<file path="src/rtl/evt_pkg.sv">
package evt_pkg;
  typedef enum logic [2:0] {
    OP_HOLD  = 3'd0,
    OP_CLEAR = 3'd1,
    OP_LOAD  = 3'd2,
    OP_INC   = 3'd3,
    OP_DEC   = 3'd4,
    OP_OFF   = 3'd5
  } evt_op_t;
endpackage

</file>
<file path="src/rtl/evt_edge_det.sv">
module evt_edge_det #(
  parameter int N = 2
) (
  input  logic         clk,
  input  logic [N-1:0] lvl,
  output logic [N-1:0] rise
);
  logic [N-1:0] prev_q;

  // Previous level is tracked every cycle, also during reset, clear and
  // load, so a level held across any of them never reads as a new edge.
  genvar g;
  generate
    for (g = 0; g < N; g++) begin : g_ch
      always_ff @(posedge clk) begin
        prev_q[g] <= lvl[g];
      end
      assign rise[g] = lvl[g] & ~prev_q[g];
    end
  endgenerate
endmodule

</file>
<file path="src/rtl/evt_arbiter.sv">
module evt_arbiter
  import evt_pkg::*;
(
  input  logic    enable,
  input  logic    clr,
  input  logic    ld,
  input  logic    up_rise,
  input  logic    dn_rise,
  input  logic    at_max,
  output evt_op_t op
);
  always_comb begin
    if (!enable)                 op = OP_OFF;
    else if (clr)                op = OP_CLEAR;
    else if (ld)                 op = OP_LOAD;
    else if (up_rise && dn_rise) op = at_max ? OP_DEC : OP_INC;
    else if (up_rise)            op = OP_INC;
    else if (dn_rise)            op = OP_DEC;
    else                         op = OP_HOLD;
  end
endmodule

</file>
<file path="src/rtl/evt_count_core.sv">
module evt_count_core
  import evt_pkg::*;
#(
  parameter int CNT_W = 8
) (
  input  logic             clk,
  input  logic             rst,
  input  evt_op_t          op,
  input  logic [CNT_W-1:0] preset,
  output logic [CNT_W-1:0] count,
  output logic             at_preset,
  output logic             at_zero
);
  localparam logic [CNT_W-1:0] ZERO = '0;
  localparam logic [CNT_W-1:0] ONE  = CNT_W'(1);

  logic [CNT_W-1:0] cnt_q, cnt_nxt;
  logic             pre_q, zero_q;

  always_comb begin
    cnt_nxt = cnt_q;
    unique case (op)
      OP_OFF, OP_CLEAR: cnt_nxt = ZERO;
      OP_LOAD:          cnt_nxt = preset;
      OP_INC:           if (cnt_q < preset) cnt_nxt = cnt_q + ONE;
      OP_DEC:           if (cnt_q != ZERO) cnt_nxt = cnt_q - ONE;
      default:          cnt_nxt = cnt_q;
    endcase
  end

  always_ff @(posedge clk) begin
    if (rst) begin
      cnt_q  <= ZERO;
      pre_q  <= 1'b0;
      zero_q <= 1'b1;
    end else begin
      cnt_q  <= cnt_nxt;
      zero_q <= (cnt_nxt == ZERO);
      pre_q  <= (op != OP_OFF) && (cnt_nxt == preset);
    end
  end

  assign count     = cnt_q;
  assign at_preset = pre_q;
  assign at_zero   = zero_q;
endmodule

</file>
<file path="src/rtl/evt_counter.sv">
module evt_counter
  import evt_pkg::*;
#(
  parameter int CNT_W = 8
) (
  input  logic             clk,
  input  logic             rst,
  input  logic             enable,
  input  logic [CNT_W-1:0] preset,
  input  logic             clr,
  input  logic             ld,
  input  logic             cnt_up,
  input  logic             cnt_dn,
  output logic [CNT_W-1:0] count,
  output logic             at_preset,
  output logic             at_zero
);
  localparam int N_CH = 2;

  logic [N_CH-1:0] rise;
  evt_op_t         op;

  evt_edge_det #(.N(N_CH)) u_edge (
    .clk  (clk),
    .lvl  ({cnt_dn, cnt_up}),
    .rise (rise)
  );

  evt_arbiter u_arb (
    .enable  (enable),
    .clr     (clr),
    .ld      (ld),
    .up_rise (rise[0]),
    .dn_rise (rise[1]),
    .at_max  (count == preset),
    .op      (op)
  );

  evt_count_core #(.CNT_W(CNT_W)) u_core (
    .clk       (clk),
    .rst       (rst),
    .op        (op),
    .preset    (preset),
    .count     (count),
    .at_preset (at_preset),
    .at_zero   (at_zero)
  );
endmodule

</file>
<file path="config.mk">
export PLATFORM = sky130hd
export DESIGN_NAME = evt_counter
export DESIGN_NICKNAME = d
export VERILOG_FILES = /design/src/rtl/evt_pkg.sv /design/src/rtl/evt_edge_det.sv /design/src/rtl/evt_arbiter.sv /design/src/rtl/evt_count_core.sv /design/src/rtl/evt_counter.sv
export SDC_FILE = /design/constraint.sdc
export NUM_CORES = 1
export LEC_CHECK = 0
export BUFFER_PORTS_ARGS = -buffer_cell sky130_fd_sc_hd__buf_2
export CAP_MARGIN = 20
export CELL_PAD_IN_SITES_DETAIL_PLACEMENT = 0
export CELL_PAD_IN_SITES_GLOBAL_PLACEMENT = 1
export CORE_ASPECT_RATIO = 0.75
export CORE_MARGIN = 2
export CORE_UTILIZATION = 44
export DETAILED_ROUTE_END_ITERATION = 10
export GPL_ROUTABILITY_DRIVEN = 0
export PLACE_DENSITY = 0.89
export SETUP_SLACK_MARGIN = 0.02
export SLEW_MARGIN = 20
export SYNTH_ARGS = -nofsm -noshare
export SYNTH_HDL_FRONTEND = slang
export SYNTH_SLANG_ARGS = --single-unit
</file>
<file path="constraint.sdc">
create_clock -name clk -period 6 [get_ports clk]
set_clock_uncertainty 0.15 [all_clocks]
set_input_delay 0.6 -clock clk [delete_from_list [all_inputs] [get_ports clk]]
set_output_delay 0.6 -clock clk [all_outputs]
set_load 0.1 [all_outputs]
</file>
==> results.yml <==
routing:
  drc: 0
  drtAntennaViolNets: 0
  initialDrtViolationCount: 139
  wl_per_cell_um: 17.3
  met1_length_mm: 2.13
  dr_wl_met2_mm: 2.01
  dr_wl_met3_um: 462
  post_drt_via_cell_ratio: 6.45
  via_count: 1729
  routed_wirelength_mm: 4.65
  first_pass_iters: 5
  maxUsedRoutingLayer: "met4"
clocking:
  cts_num_sinks: 12
  hold_buffers: 0
  cts_setup_buffers: 0
  post_cts_resized: 0
  cts_root_buf: "clkbuf_8"
  cts_made_buffers: 3
  clockBufferDepth: 2
  clk_pin_slew_ps: 60
  clk_latency_ps: 250
  h-tree-depth: 1
  cts_tree: "done"
global_routing:
  grt_pass1_vias: 1579
  antenna_found_initial: 0
  grt_pass1_wl_mm: 7.61
  grt.total_usage_pct: 25.6
  grt_max_degree: 15
  overflow: 0
die:
  start_util_pct: 46.2
  die_area_um2: 3940
  die_w_um: 71.8
  core.rowCount: 18
  num_io_pins: 25
  dieHeight_um: 54.9
  core-area_um2: 3290
yosys:
  yosys_warnings: 0
  synth-seq-cells: 12
  syn_inst: 210
  synth-main-ff-cell: "dfxtp_1"
  ys_seq_area_share_pct: 15.8
  synth.distinct_cells: 60
  async_flop_share_pct: 0
  synth_fp_nets: 236
  syn_area_per_cell_um2: 7.23
  mappedNetlistArea_um2: 1520
  synth_edf_count: 0
timing:
  fin_ws_ps: 2400
  max_slew.worst_pin.slew_ps: 727
  rsz0062_at_grt: "false"
  timing.fmax_mhz: 278
  finalSetupViolCount: 0
  whs_ps: 317
  max_slew_margin_pct: 51.2
  drv_slew: 0
  tns_ps: 0
  finalHoldViolCount: 0
  finalCritPeriodShare_pct: 60.0
  finalCriticalPeriod_ps: 3600
pwr:
  p_leak_nw: 0.691
  peakVddDrop_mv: 0.171
  power.total_mw: 0.307
  pwr-share-clk_pct: 30.2
  p_per_area_nw_per_um2: 180
  sw_frac_of_total_pct: 41.1
  pwr-share-comb_pct: 39.5
  switchingPower_mw: 0.126
  pwr-share-seq_pct: 30.4
  p_int_mw: 0.181
placed_design:
  dp_slack_ps: 2270
  io_buffers: 24
  dpl.hpwl_mm: 3.54
  placed_cell_area_um2: 1640
  placed_cells: 263
finish:
  final_nets: 255
  layout-drive-gt1-share_pct: 15.8
  nFillCells: 345
  syn_to_final_growth_pct: 12.4
  n_antenna_cell: 0
  utilization_pct: 51.9
  final_cell_mix: "buf_2, nor2_1, nand2_1, a21oi_1, dfxtp_1"
  finish.instance_area_um2: 1710
  mostFrequentLayoutCell: "buf_2"
  multi_input_area_um2: 1190
  fin_cells: 268
  regArea_um2: 240
setup_path:
  worstSetupStartpointType: "flop"
  worstPathArrival_ps: 3610
  rr_endpoint: "u_core.at_preset"
  critPathCaptureType: "flop"
  r2r_slack_ps: 2400
  worstPathMaxFanout: 11
  worstPathRequired_ps: 6010
  crit_type: "reg2reg"
  r2r_cells: 10
  timing.rr.start: "u_core.count[0]"
flow_run:
  maxCapViolCount: 0
hold_path:
  min_from: "cnt_dn"
  hold_depth: 1
  hold_path_class: "in2reg"
  min_to: "u_edge.prev_q[1]"
run_status:
  outcome: "completed"
critical path, stage by stage (launching register included):
cell      delay, ps
dfxtp_1         540
inv_1           240
ha_1            320
nand4_1         190
o31ai_4         400
or2_0           360
a31oi_1          70
o221ai_1        390
nor2_1           70
or4_1           500
nor4_1          280
registers in the layout, indices dropped and copies added, names as in the netlist:
| name | cells |
|---|---|
| u_core.at_preset | 1 |
| u_core.at_zero | 1 |
| u_core.count | 8 |
| u_edge.prev_q | 2 |
how the worst max path moves through the flow:
stage | end | cells after the start | start | slack [ps]
6_report | u_core.at_preset | 10 | u_core.count[0] | 2400
5_1_grt | u_core.at_preset | 10 | u_core.count[0] | 2240
4_1_cts | u_core.at_preset | 10 | u_core.count[0] | 2390
3_5_place_dp | u_core.at_preset | 10 | preset[7] | 2270
3_3_place_gp | u_core.at_preset | 10 | preset[7] | 2340
2_1_floorplan | u_core.at_zero | 12 | u_core.count[0] | 2170
cell usage after synthesis (4+ instances only):
cell	number	area share [%]
nor3_1	8	2.6
inv_1	10	2.5
nor2b_1	5	2.1
o31ai_1	4	2.0
a21oi_1	12	4.0
nor2_1	18	4.5
ha_1	11	9.1
o21ai_0	7	2.3
dfxtp_1	12	16
nand4_1	9	3.7
clkbuf_1	7	1.7
or3_1	4	1.6
a31oi_1	7	2.9
nand3_1	8	2.6
nand2_1	17	4.2
layout make-up:
cell class                 instances  area share, %
multi-input combinational        177           70.1
timing repair buffer              25           7.48
tap                               40           2.93
sequential                        12           14.1
clock buffer                       4           3.23
inverter                          10           2.20
power by group through the flow:
| stage | combinational (mW) | sequential (mW) | clock, mW |
|---|---|---|---|
| after floorplan | 0.0677 | 0.118 | 0 |
| after global placement | 0.119 | 0.0950 | 0 |
| after detailed placement | 0.119 | 0.0950 | 0 |
| after CTS | 0.120 | 0.0933 | 0.0915 |
| after global routing | 0.132 | 0.0944 | 0.0954 |
| final | 0.121 | 0.0934 | 0.0927 |
cell families (layout without fill, tap and decap cells):
group	Yosys count	after routing	synth area share (%)
XOR/XNOR	2	2	1.15
adder cells (fa/ha/maj)	11	11	9.07
AO/OA/AOI/OAI	67	67	32.1
buffers and inverters	21	39	5.44
AND/OR/NAND/NOR	96	96	35.7
multiplexers	1	1	0.742
flip-flops	12	12	15.8
layer usage:
layer | up-vias | global-route usage [%]
met5 | - | 0
met2 | 81 | 41.0
met4 | 0 | 9.12
met3 | 6 | 3.87
li1 | 854 | -
met1 | 788 | 35.2
(Power assumes the default switching activity.)
